==> src/rtl/acs_pkg.sv <==
package acs_pkg;
    localparam int LITE_W      = 32;
    localparam int LITE_BYTES  = LITE_W / 8;
    localparam int CTRL_STREAM = 0;
    localparam int CTRL_ARM    = 1;
    localparam logic [1:0] RESP_OKAY = 2'b00;

    typedef enum logic [0:0] {
        ST_IDLE,
        ST_SEND
    } stream_state_e;

    typedef enum logic [1:0] {
        SEL_LEN,
        SEL_CTRL,
        SEL_NONE
    } reg_sel_e;
endpackage

==> src/rtl/acs_regs.sv <==
module acs_regs
    import acs_pkg::*;
#(
    parameter int ADDR_W  = 4,
    parameter int LEN_W   = 16,
    parameter int DEF_LEN = 8
) (
    input  logic                  clk,
    input  logic                  rst_n,
    input  logic [ADDR_W-1:0]     awaddr,
    input  logic                  awvalid,
    output logic                  awready,
    input  logic [LITE_W-1:0]     wdata,
    input  logic [LITE_BYTES-1:0] wstrb,
    input  logic                  wvalid,
    output logic                  wready,
    output logic [1:0]            bresp,
    output logic                  bvalid,
    input  logic                  bready,
    input  logic [ADDR_W-1:0]     araddr,
    input  logic                  arvalid,
    output logic                  arready,
    output logic [LITE_W-1:0]     rdata,
    output logic [1:0]            rresp,
    output logic                  rvalid,
    input  logic                  rready,
    output logic [LEN_W-1:0]      len_o,
    output logic                  run_o
);
    logic [LEN_W-1:0]  len_q;
    logic              arm_q;
    logic              stream_q;
    logic              wr_fire;
    logic              rd_fire;
    reg_sel_e          wr_sel;
    reg_sel_e          rd_sel;
    logic [LITE_W-1:0] rd_word;
    logic              unused_bits;

    function automatic reg_sel_e decode(input logic [ADDR_W-1:0] a);
        if (a[1:0] != 2'b00)
            return SEL_NONE;
        else if (a[ADDR_W-1:2] == '0)
            return SEL_LEN;
        else if (a[ADDR_W-1:2] == (ADDR_W-2)'(1))
            return SEL_CTRL;
        else
            return SEL_NONE;
    endfunction

    assign unused_bits = ^{wdata, wstrb};

    assign wr_fire = awvalid && wvalid && !bvalid;
    assign awready = wr_fire;
    assign wready  = wr_fire;
    assign bresp   = RESP_OKAY;
    assign wr_sel  = decode(awaddr);

    always_ff @(posedge clk) begin
        if (!rst_n) begin
            len_q    <= LEN_W'(DEF_LEN);
            arm_q    <= 1'b0;
            stream_q <= 1'b0;
            bvalid   <= 1'b0;
        end else begin
            if (wr_fire) begin
                bvalid <= 1'b1;
                unique case (wr_sel)
                    SEL_LEN: begin
                        for (int i = 0; i < LEN_W; i++) begin
                            if (wstrb[i/8])
                                len_q[i] <= wdata[i];
                        end
                    end
                    SEL_CTRL: begin
                        if (wstrb[0]) begin
                            arm_q    <= wdata[CTRL_ARM];
                            stream_q <= wdata[CTRL_STREAM];
                        end
                    end
                    default: ;
                endcase
            end else if (bvalid && bready) begin
                bvalid <= 1'b0;
            end
        end
    end

    assign rd_fire = arvalid && !rvalid;
    assign arready = !rvalid;
    assign rresp   = RESP_OKAY;
    assign rd_sel  = decode(araddr);

    always_comb begin
        rd_word = '0;
        unique case (rd_sel)
            SEL_LEN:  rd_word = LITE_W'(len_q);
            SEL_CTRL: begin
                rd_word[CTRL_ARM]    = arm_q;
                rd_word[CTRL_STREAM] = stream_q;
            end
            default:  rd_word = '0;
        endcase
    end

    always_ff @(posedge clk) begin
        if (!rst_n) begin
            rvalid <= 1'b0;
            rdata  <= '0;
        end else if (rd_fire) begin
            rvalid <= 1'b1;
            rdata  <= rd_word;
        end else if (rvalid && rready) begin
            rvalid <= 1'b0;
        end
    end

    assign len_o = len_q;
    assign run_o = arm_q && stream_q;
endmodule

==> src/rtl/acs_stream.sv <==
module acs_stream
    import acs_pkg::*;
#(
    parameter int DATA_W = 32,
    parameter int LEN_W  = 16
) (
    input  logic              clk,
    input  logic              rst_n,
    input  logic              run,
    input  logic [LEN_W-1:0]  len,
    input  logic              tready,
    output logic              tvalid,
    output logic [DATA_W-1:0] tdata,
    output logic              tlast
);
    stream_state_e     state_q;
    stream_state_e     state_d;
    logic [LEN_W-1:0]  beat_q;
    logic [LEN_W-1:0]  last_q;
    logic [DATA_W-1:0] data_q;
    logic              accept;
    logic              at_last;
    logic              load;

    assign accept  = tvalid && tready;
    assign at_last = (beat_q == last_q);
    assign load    = ((state_q == ST_IDLE) && run) || (accept && at_last && run);

    // next state: START, NEXT, RESTART, DRAIN
    always_comb begin
        state_d = state_q;
        unique case (state_q)
            ST_IDLE: if (run) state_d = ST_SEND;
            ST_SEND: if (accept && at_last && !run) state_d = ST_IDLE;
            default: state_d = ST_IDLE;
        endcase
    end

    always_ff @(posedge clk) begin
        if (!rst_n)
            state_q <= ST_IDLE;
        else
            state_q <= state_d;
    end

    always_ff @(posedge clk) begin
        if (!rst_n) begin
            beat_q <= '0;
            last_q <= '0;
            data_q <= DATA_W'(1);
        end else begin
            if (load)
                last_q <= (len == '0) ? '0 : len - LEN_W'(1);
            if (accept) begin
                beat_q <= at_last ? '0 : beat_q + LEN_W'(1);
                data_q <= data_q + DATA_W'(1);
            end
        end
    end

    always_comb begin
        tvalid = 1'b0;
        tlast  = 1'b0;
        tdata  = data_q;
        unique case (state_q)
            ST_IDLE: tvalid = 1'b0;
            ST_SEND: begin
                tvalid = 1'b1;
                tlast  = at_last;
            end
            default: tvalid = 1'b0;
        endcase
    end
endmodule

==> src/rtl/axis_count_source.sv <==
module axis_count_source
    import acs_pkg::*;
#(
    parameter int ADDR_W  = 4,
    parameter int LEN_W   = 16,
    parameter int DEF_LEN = 8,
    parameter int DATA_W  = 32
) (
    input  logic                  clk,
    input  logic                  rst_n,
    input  logic [ADDR_W-1:0]     s_awaddr,
    input  logic                  s_awvalid,
    output logic                  s_awready,
    input  logic [LITE_W-1:0]     s_wdata,
    input  logic [LITE_BYTES-1:0] s_wstrb,
    input  logic                  s_wvalid,
    output logic                  s_wready,
    output logic [1:0]            s_bresp,
    output logic                  s_bvalid,
    input  logic                  s_bready,
    input  logic [ADDR_W-1:0]     s_araddr,
    input  logic                  s_arvalid,
    output logic                  s_arready,
    output logic [LITE_W-1:0]     s_rdata,
    output logic [1:0]            s_rresp,
    output logic                  s_rvalid,
    input  logic                  s_rready,
    output logic [DATA_W-1:0]     m_tdata,
    output logic                  m_tvalid,
    input  logic                  m_tready,
    output logic                  m_tlast
);
    logic [LEN_W-1:0] len_w;
    logic             run_w;

    acs_regs #(
        .ADDR_W (ADDR_W),
        .LEN_W  (LEN_W),
        .DEF_LEN(DEF_LEN)
    ) u_regs (
        .clk    (clk),
        .rst_n  (rst_n),
        .awaddr (s_awaddr),
        .awvalid(s_awvalid),
        .awready(s_awready),
        .wdata  (s_wdata),
        .wstrb  (s_wstrb),
        .wvalid (s_wvalid),
        .wready (s_wready),
        .bresp  (s_bresp),
        .bvalid (s_bvalid),
        .bready (s_bready),
        .araddr (s_araddr),
        .arvalid(s_arvalid),
        .arready(s_arready),
        .rdata  (s_rdata),
        .rresp  (s_rresp),
        .rvalid (s_rvalid),
        .rready (s_rready),
        .len_o  (len_w),
        .run_o  (run_w)
    );

    acs_stream #(
        .DATA_W(DATA_W),
        .LEN_W (LEN_W)
    ) u_stream (
        .clk   (clk),
        .rst_n (rst_n),
        .run   (run_w),
        .len   (len_w),
        .tready(m_tready),
        .tvalid(m_tvalid),
        .tdata (m_tdata),
        .tlast (m_tlast)
    );
endmodule

==> config.mk <==
export PLATFORM = sky130hd
export DESIGN_NAME = axis_count_source
export DESIGN_NICKNAME = d
export VERILOG_FILES = /design/src/rtl/acs_pkg.sv /design/src/rtl/acs_regs.sv /design/src/rtl/acs_stream.sv /design/src/rtl/axis_count_source.sv
export SDC_FILE = /design/constraint.sdc
export NUM_CORES = 1
export LEC_CHECK = 0
export BUFFER_PORTS_ARGS = -buffer_cell sky130_fd_sc_hd__buf_4
export CORE_MARGIN = 3
export CORE_UTILIZATION = 42
export CTS_CLUSTER_SIZE = 24
export DETAILED_ROUTE_END_ITERATION = 8
export PLACE_DENSITY = 0.71
export SYNTH_ARGS = -nofsm -noshare
export SYNTH_HDL_FRONTEND = slang
export SYNTH_SLANG_ARGS = --single-unit
export TNS_END_PERCENT = 50
==> constraint.sdc <==
create_clock -name clk -period 2.75 [get_ports clk]
set_clock_uncertainty 0.15 [all_clocks]
set_input_delay 0.1375 -clock clk [delete_from_list [all_inputs] [get_ports clk]]
set_output_delay 0.1375 -clock clk [all_outputs]
set_load 0.01 [all_outputs]
==> Yosys cells after proc, flatten, opt, wreduce, memory -nomap -nowiden <==
Cells that the tools add are included.
{ "totals": {"reg_bits": 117, "latchBits": 0, "ramBits": 0, "mem_bits_ro": 0, "inputBits": 52, "out_inout_bits": 75, "wordCells": 66, "memories": 0} }
{ "classes": {"add_sub_neg": 3, "mul": 0, "div_mod_pow": 0, "magnitude_cmp": 0, "eq_ne": 5, "shifts": 0, "mux": 19, "n_bitwise": 1, "reduce_logical": 27} }
{ "ops": {"columns": ["cell", "count"], "rows": [
  ["32-bit by 1-bit adder with 32-bit output (second input constant)", 1],
  ["16-bit 2-to-1 mux", 2],
  ["16-bit by 1-bit adder with 16-bit output (second input constant)", 1],
  ["16-bit == test", 1],
  ["16-bit zero test", 1],
  ["16-bit by 1-bit subtractor with 16-bit output (second input constant)", 1],
  ["14-bit 2-to-1 mux", 1],
  ["2-bit 2-to-1 mux", 6],
  ["1-bit logical AND", 11],
  ["3-bit AND reduction", 3],
  ["2-bit by 1-bit == test with 1-bit output (second input constant)", 4],
  ["2-bit zero test", 4],
  ["2-bit nonzero test", 4],
  ["1-bit 2-to-1 mux", 7],
  ["1-bit one-hot mux with 2 select lines", 2],
  ["2-bit one-hot mux with 2 select lines", 1],
  ["1-bit zero test", 3],
  ["1-bit logical OR", 1],
  ["1-bit NOT", 1]
]} }

==> Logic depth before layout (Yosys ltp) <==
Gate-level depths: netlist (run 1).
{ "depth": {"ltp_word": 7, "mapped_depth": 9} }

==> Cells and area by module <==
Synthesis (run 1) repeated with hierarchy kept, for this count alone.
{ "hier_totals": {"hier_cells": 573, "hier_area_um2": 5092.4} }
{ "modules_own_cells": {"columns": ["mod", "instances", "cells_per_inst", "area_per_inst_um2", "seq_area_each_um2"], "rows": [
  ["acs_stream", 1, 385, 3388.2, 1301.2],
  ["acs_regs", 1, 188, 1704.1, 720.7]
]} }

==> Least setup slack after synthesis (run 1) <==
No wires, ideal clock.
{ "synth_timing": {"path_type": "register to register", "from": "register u_regs.len_q[0] (netlist: u_regs.len_o[0])", "to": "register u_stream.last_q[3]", "arrival_time_ns": 1.841, "t_required_ns": 2.471, "path_slack_ns": 0.630, "path_stages_with_launch": 10, "path_buffers": 2, "synth_period_minus_slack_ns": 2.120, "cell_sequence": "dfxtp_1 -> inv_1 -> ha_1 -> or4b_1 -> buf_2 -> nor4_4 -> a21oi_1 -> buf_2 -> nand2_1 -> mux2i_1"} }
{ "synth_via": {"elab_chain_cells": 2, "elab_cells_between_ends": 3, "cone_classes": "add/sub: 1; mux: 1; reduce/logical: 1"} }
{ "synth_lines": {"columns": ["item", "line_no", "source"], "rows": [
  ["start, declared", "acs_regs.sv:30", "logic [LEN_W-1:0] len_q;"],
  ["start signal, assigned", "acs_regs.sv:61", "len_q <= LEN_W'(DEF_LEN);"],
  ["start signal, assigned by index", "acs_regs.sv:72", "len_q[i] <= wdata[i];"],
  ["16-bit by 1-bit subtractor with 16-bit output / 16-bit zero test (equally long branches)", "acs_stream.sv:53", "last_q <= (len == '0) ? '0 : len - LEN_W'(1);"],
  ["16-bit 2-to-1 mux (*)", "acs_stream.sv:53", null],
  ["end signal, assigned", "acs_stream.sv:53", null],
  ["end, declared", "acs_stream.sv:19", "logic [LEN_W-1:0] last_q;"]
]} }
Every way passes the cells marked *; elsewhere a longest branch is shown, timed or not.
A chain may end at the register's enable or synchronous reset.

==> Worst setup path in the final report (run 1) <==
{ "layout_timing": {"from": "register u_regs.len_q[0] (netlist: u_regs.len_o[0])", "to": "register u_stream.last_q[4]"} }
Same word-level chain as after synthesis.

==> results of run 1 <==
==> report_power, final <==
| group | switching, mW | internal [mW] | total [mW] |
|---|---|---|---|
| Combinational | 0.0742 | 0.0706 | 0.145 |
| Clock | 0.574 | 0.627 | 1.20 |
| Sequential | 0.00387 | 1.46 | 1.47 |
| Total | 0.652 | 2.16 | 2.81 |
==> placed cells by master (no fill, tap or decap), types with 4 or more instances in the layout <==
cell,count
a21oi_1,12
a22oi_1,14
and2_1,4
and3_1,6
and4_1,6
buf_4,100
clkbuf_16,9
conb_1,20
dfxtp_1,101
dlygate4sd3_1,22
inv_1,10
mux2i_1,37
nand2_1,52
nand3_1,17
nand4_1,14
nor2_1,85
nor3_1,14
nor4_1,17
o21ai_0,7
or3_1,6
xnor2_1,28
xor2_1,38
==> Yosys cell counts (7+ instances only) <==
| library cell | n | area (um2) |
|---|---|---|
| o21ai_0 | 7 | 35.0 |
| buf_4 | 23 | 173 |
| nor3_1 | 14 | 70.1 |
| xnor2_1 | 28 | 245 |
| clkbuf_1 | 16 | 60.1 |
| nor4_1 | 17 | 106 |
| nor2_1 | 85 | 319 |
| nand2_1 | 52 | 195 |
| a22oi_1 | 14 | 105 |
| a21oi_1 | 12 | 60.1 |
| inv_1 | 10 | 37.5 |
| mux2i_1 | 37 | 370 |
| dfxtp_1 | 101 | 2020 |
| xor2_1 | 38 | 333 |
| nand3_1 | 17 | 85.1 |
| nand4_1 | 14 | 87.6 |
==> cells by family after synthesis <==
kind of cell	after synthesis
AND/OR/NAND/NOR	234
flip-flops	101
XOR/XNOR	66
buffers and inverters	60
AO/OA/AOI/OAI	43
multiplexers	37
adder cells (fa/ha/maj)	3
other	1
==> path summary, 6_finish.rpt <==
kind	startpoint	end	slack (ns)	cells after the start
worst max register to register	u_regs.len_o[0]	u_stream.last_q[4]	0.34	7
worst max-delay path	u_regs.len_o[0]	u_stream.last_q[4]	0.34	7
worst min register to register	u_stream.last_q[4]	u_stream.last_q[4]	0.32	2
worst min-delay path	m_tready	u_stream.tdata[1]	0.09	4
==> worst reg2reg max path, delay by kind of cell (launching register included) <==
family,cells,cell delay (ns)
DFF,1,0.35
adders and majority gates,1,0.20
muxes,1,0.05
AOI/OAI and AO/OA,2,0.60
buffers and inverters,1,0.09
and+or+nand+nor,2,0.83
==> flip-flops by register name, summed over array words and instances (netlist names) <==
signal / flops
u_stream.tdata: 32
u_stream.last_q: 16
u_stream.state_q: 1
u_stream.beat_q: 16
u_regs.rdata: 16
u_regs.rvalid: 1
u_regs.stream_q: 1
u_regs.len_o: 16
u_regs.bvalid: 1
u_regs.arm_q: 1
==> stage by stage <==
stage	total power, mW	util (%)	hold slack (ns)	setup slack, ns
6_report	2.81	54.5	0.0856	0.342
5_1_grt	2.90	54.5	0.119	0.175
4_1_cts	2.83	54.3	0.0749	0.138
3_5_place_dp	1.62	49.8	0.174	0.347
3_3_place_gp	1.62	49.8	0.173	0.367
2_1_floorplan	1.58	-	0.0863	0.630
==> layout make-up <==
type | instances | area share, %
timing repair buffer | 122 | 16.3
inverter | 11 | 0.693
multi-input combinational | 403 | 41.5
clock inverter | 5 | 0.714
sequential | 101 | 33.9
tap | 140 | 2.94
clock buffer | 11 | 3.91
==> repair_timing <==
action / CTS / global route
buffers inserted: 0 / 3
endpoints found under the setup margin: 0 / 1
endpoints found under the hold margin: 21 / 0
hold buffers: 22 / 0
==> per-layer routing <==
metal  vias to the layer above  GRT usage, %  wire [um]
li1                       2012             -          -
met1                      1918          22.6       4830
met2                       120          27.8       5120
met3                        16          3.29        591
met4                         0          5.93        177
met5                         -             0          0
==> flow_metrics.tcl, run 1 <==
set metrics [dict create \
    drt_pre_antenna_iters 4 \
    synth_compound_area_share_pct 5.92 \
    fillCellCount 988 \
    drt-initial-drc-count 152 \
    path_buf_inv 1 \
    clkLatencyLatePin_ns 0.34 \
    instances_no_fill 793 \
    ys_seq_area_share_pct 42.5 \
    yosys_warnings 0 \
    drc_errors 0 \
    drv_slew 0 \
    final_layout_size_suffix_gt1_share_pct 18.7 \
    antenna_found_initial 0 \
    ys_ff_latch 101 \
    avgSynthCellArea_um2 8.72 \
    grt_max_degree 69 \
    cellPowerDensity_nw_per_um2 472 \
    clkTransAtPathRegs_ns 0.07 \
    dr_total_vias 4066 \
    synth_top_family_by_area "simple AND/OR/NAND/NOR gates" \
    maxCapViolations 0 \
    cts_tree "done" \
    synthMuxAreaShare_pct 7.79 \
    grt_first_pass_wirelength_mm 18.0 \
    core_area_um2 10900 \
    synthSimpleGateAreaFrac_pct 23.8 \
    endpoint_kind "flop" \
    post_synth_instance_area_um2 4750 \
    hp-class "in2reg" \
    cp.arrival_ns 2.45 \
    hpwl_mm 7.59 \
    max_slew_margin_pct 34.7 \
    fmax_mhz 415 \
    numCtsBuffers 9 \
    finalCriticalPeriod_ns 2.41 \
    grt_pass1_vias 3848 \
    final_area_um2 5960 \
    die_w_um 112 \
    io_pins 127 \
    dp_cells 752 \
    cts_resized 0 \
    diodes 0 \
    gp_congestion 0.841 \
    vias_per_cell 5.13 \
    die_h_um 112 \
    critPathKind "reg2reg" \
    overflow 0 \
    multiInputGateArea_um2 2470 \
    crit_path_top_delay_cell "or4b_1" \
    ctsHtreeMaxLevel 3 \
    clock_sinks 101 \
    drt-total-wl_mm 10.7 \
    ys_types 42 \
    tightest_slew_ns 0.979 \
    routedWlPerCell_um 13.5 \
    synth-edff-count 0 \
    hold_viol 0 \
    setup_tns_ns 0 \
    cp-start-kind "flop" \
    async_flop_share_pct 0 \
    port_buffers 88 \
    leakagePower_nw 2.66 \
    synth_fa_ha_area_share_pct 0.789 \
    cpPeakStageDelay_ns 0.52 \
    final-seq-area_um2 2020 \
    post_dp_cell_area_um2 5440 \
    crit_chain "inv_1 > ha_1 > or4b_1 > nor4_4 > a21oi_1 > a21bo_2 > mux2i_1" \
    dieArea_um2 12600 \
    period_share_pct 87.5 \
    max-vdd-ir-drop_uv 274 \
    cp_max_fo 13 \
    grt_util_all_layers_pct 17.0 \
    postSynthCellCount 545 \
    nets 703 \
    ys.flop_type "dfxtp_1" \
    drtAntennaViolNets 0 \
    rsz0062_at_grt "false" \
    rows 38 \
    root_buffer "clkbuf_16" \
    initial_utilization_pct 43.5 \
    required_ns 2.79 \
    area_growth_syn_to_layout_pct 25.3 \
    cts_buffer_depth 2 \
    cp_top_family "simple AND/OR/NAND/NOR gates" \
    outcome "finished, final reports clean" \
    setup_viol 0 \
    synth_xor_area_share_pct 12.2 \
]
(Power assumes the default switching activity.)
==> inputs of run 2 (changes only) <==
Settings changed: PLACE_DENSITY 0.71 to 0.7, SLEW_MARGIN set to 20, SYNTH_HIERARCHICAL set to 1.
Clock period 2.75 ns to 2.5 ns, I/O delays scaled along.
==> run 2 against run 1 <==
Final cell count up 3.5%; via count up 2.6%; synthesized area up 7.1%; worst hold slack worse by 0.063 ns; power up 14%; register-to-register slack worse by 0.11 ns; utilization down 0.46 points.
==> flow_metrics.tcl, run 2 <==
set metrics [dict create \
    multiInputGateArea_um2 2780 \
    synth-edff-count 0 \
    clkTransAtPathRegs_ns 0.07 \
    area_growth_syn_to_layout_pct 23.2 \
    clock_sinks 101 \
    setup_tns_ns 0 \
    hpwl_mm 7.86 \
    final_cell_mix "nand2_1, dfxtp_1, buf_4" \
    yosys_warnings 6 \
    fmax_mhz 441 \
    die_w_um 116 \
    maxCapViolations 0 \
    cp.arrival_ns 2.40 \
    hold_viol 0 \
    cts_buffer_depth 2 \
    cp_max_fo 15 \
    fin_ws_ns 0.232 \
    overflow 0 \
    cts_setup_buffers 0 \
    numCtsBuffers 9 \
    leakagePower_nw 2.58 \
    grt_pass1_vias 4049 \
    vias_per_cell 5.08 \
    r2r_start "u_regs/rvalid" \
    period_share_pct 90.7 \
    whs_endpoint "u_regs/rdata[15]" \
    reg2reg_slack_ns 0.23 \
    avgSynthCellArea_um2 8.89 \
    rows 39 \
    grt_util_all_layers_pct 17.2 \
    endpoint_kind "flop" \
    grt_first_pass_wirelength_mm 18.9 \
    ctsHtreeMaxLevel 3 \
    antenna_found_initial 0 \
    hp-class "in2reg" \
    rsz0062_at_grt "false" \
    post_dp_cell_area_um2 5750 \
    ys_ff_latch 101 \
    clkLatencyLatePin_ns 0.34 \
    drt-total-wl_mm 11.3 \
    routedWlPerCell_um 13.7 \
    diodes 0 \
    gp_congestion 0.832 \
    ys.flop_type "dfxtp_1" \
    drt-initial-drc-count 264 \
    ys_seq_area_share_pct 39.7 \
    hold_start "s_arvalid" \
    timing.rr.end "u_regs/rdata[15]" \
    pre_cts_ws_ns 0.444 \
    final-seq-area_um2 2020 \
    synth_common_cells "dfxtp_1, nand2_1, xnor2_1" \
    grt_max_degree 70 \
    yosysTopAreaCell "dfxtp_1" \
    root_buffer "clkbuf_16" \
    required_ns 2.63 \
    max-vdd-ir-drop_uv 283 \
    power.total_mw 3.20 \
    drtAntennaViolNets 0 \
    fillCellCount 1049 \
    drv_slew 0 \
    largest_reg_flops 32 \
    port_buffers 88 \
    critPathKind "reg2reg" \
    tightest_slew_ns 0.815 \
    outcome "finished, final reports clean" \
    die_h_um 116 \
    post_synth_instance_area_um2 5090 \
    final_layout_size_suffix_gt1_share_pct 18.0 \
    utilization_pct 54.0 \
    finalCriticalPeriod_ns 2.27 \
    async_flop_share_pct 0 \
    dr_total_vias 4170 \
    drt_pre_antenna_iters 4 \
    synth_area_leaders "dfxtp_1, xnor2_1, mux2i_1, nand2_1, buf_4" \
    synth.top_cell.area_share_pct 39.7 \
    nets 728 \
    setup_viol 0 \
    cellPowerDensity_nw_per_um2 509 \
    initial_utilization_pct 43.8 \
    io_pins 127 \
    min_path_cells 3 \
    max_slew_margin_pct 45.3 \
    dieArea_um2 13500 \
    postSynthCellCount 573 \
    drc_errors 0 \
    cp-start-kind "flop" \
    final_area_um2 6280 \
    ys_types 47 \
    core_area_um2 11600 \
    reg2reg_depth 4 \
    cts_tree "done" \
]
run 2: cell types whose count changed after synthesis, sizes merged, moves of 18 or more:
cell,delta
nor2,-62
xor2,-20
xnor2,+21
and2,+24
nand2,+49
a21boi,+18
run 2: power by group:
part | total [mW] | switching (mW) | internal, mW
clock network | 1.40 | 0.618 | 0.779
registers | 1.62 | 0.00531 | 1.61
logic | 0.182 | 0.0953 | 0.0871
total | 3.20 | 0.718 | 2.48
run 2: per-layer routing:
layer	wire length [um]	part of all wire (%)	up-vias	track usage, %
li1	-	-	2093	-
met1	5160	46	1950	21.5
met2	5400	48	108	29.1
met3	551	4.9	19	3.99
met4	157	1.4	0	6.03
met5	0	0	-	0
run 2: worst max-delay path, stage by stage, from the launching register on:
cell	delay, ns
dfxtp_1	0.38
nor4_4	0.77
dlygate4sd3_1	0.66
nand4b_1	0.10
a21boi_1	0.14
run 2: cell type report:
cell class | instances | area share [%]
Multi-Input combinational cell | 428 | 44.2
Sequential cell | 101 | 32.2
Timing Repair Buffer | 118 | 15.0
Clock buffer | 9 | 3.59
Tap cell | 143 | 2.85
Clock inverter | 7 | 1.20
Inverter | 15 | 0.897
run 2: how the worst max path moves through the flow:
stage,from,to,slack (ns)
2_1_floorplan,u_regs/len_o[0],u_stream/last_q[3],0.61
3_5_place_dp,u_stream/tdata[7],u_stream/tdata[31],0.44
6_report,u_regs/rvalid,u_regs/rdata[15],0.23
5_1_grt,u_regs/rvalid,u_regs/rdata[15],0.10
3_3_place_gp,u_stream/beat_q[2],u_stream/beat_q[13],0.48
4_1_cts,u_regs/rvalid,u_regs/rdata[15],0.26
run 2: per-stage QoR:
| step | hold WS, ns | std cells |
|---|---|---|
| 6_report | 0.0228 | 821 |
| 5_1_grt | 0.0313 | 821 |
| 4_1_cts | 0.000913 | 821 |
| 3_5_place_dp | 0.243 | 782 |
| 3_3_place_gp | 0.235 | 782 |
| 2_1_floorplan | 0.117 | 592 |
run 2: cells by family after synthesis:
group                    count (synthesis)  synth area share, %
other                                    1               0.0736
AO/OA/AOI/OAI                           37                 5.45
flip-flops                             101                 39.7
AND/OR/NAND/NOR                        263                 27.8
adder cells (fa/ha/maj)                  3                0.737
XOR/XNOR                                67                 11.5
multiplexers                            38                 7.47
buffers and inverters                   63                 7.20
run 2: what timing repair did:
action	4_1_cts	5_1_grt
hold buffers	23	0
resized for setup	0	0
endpoints found under the hold margin	36	0
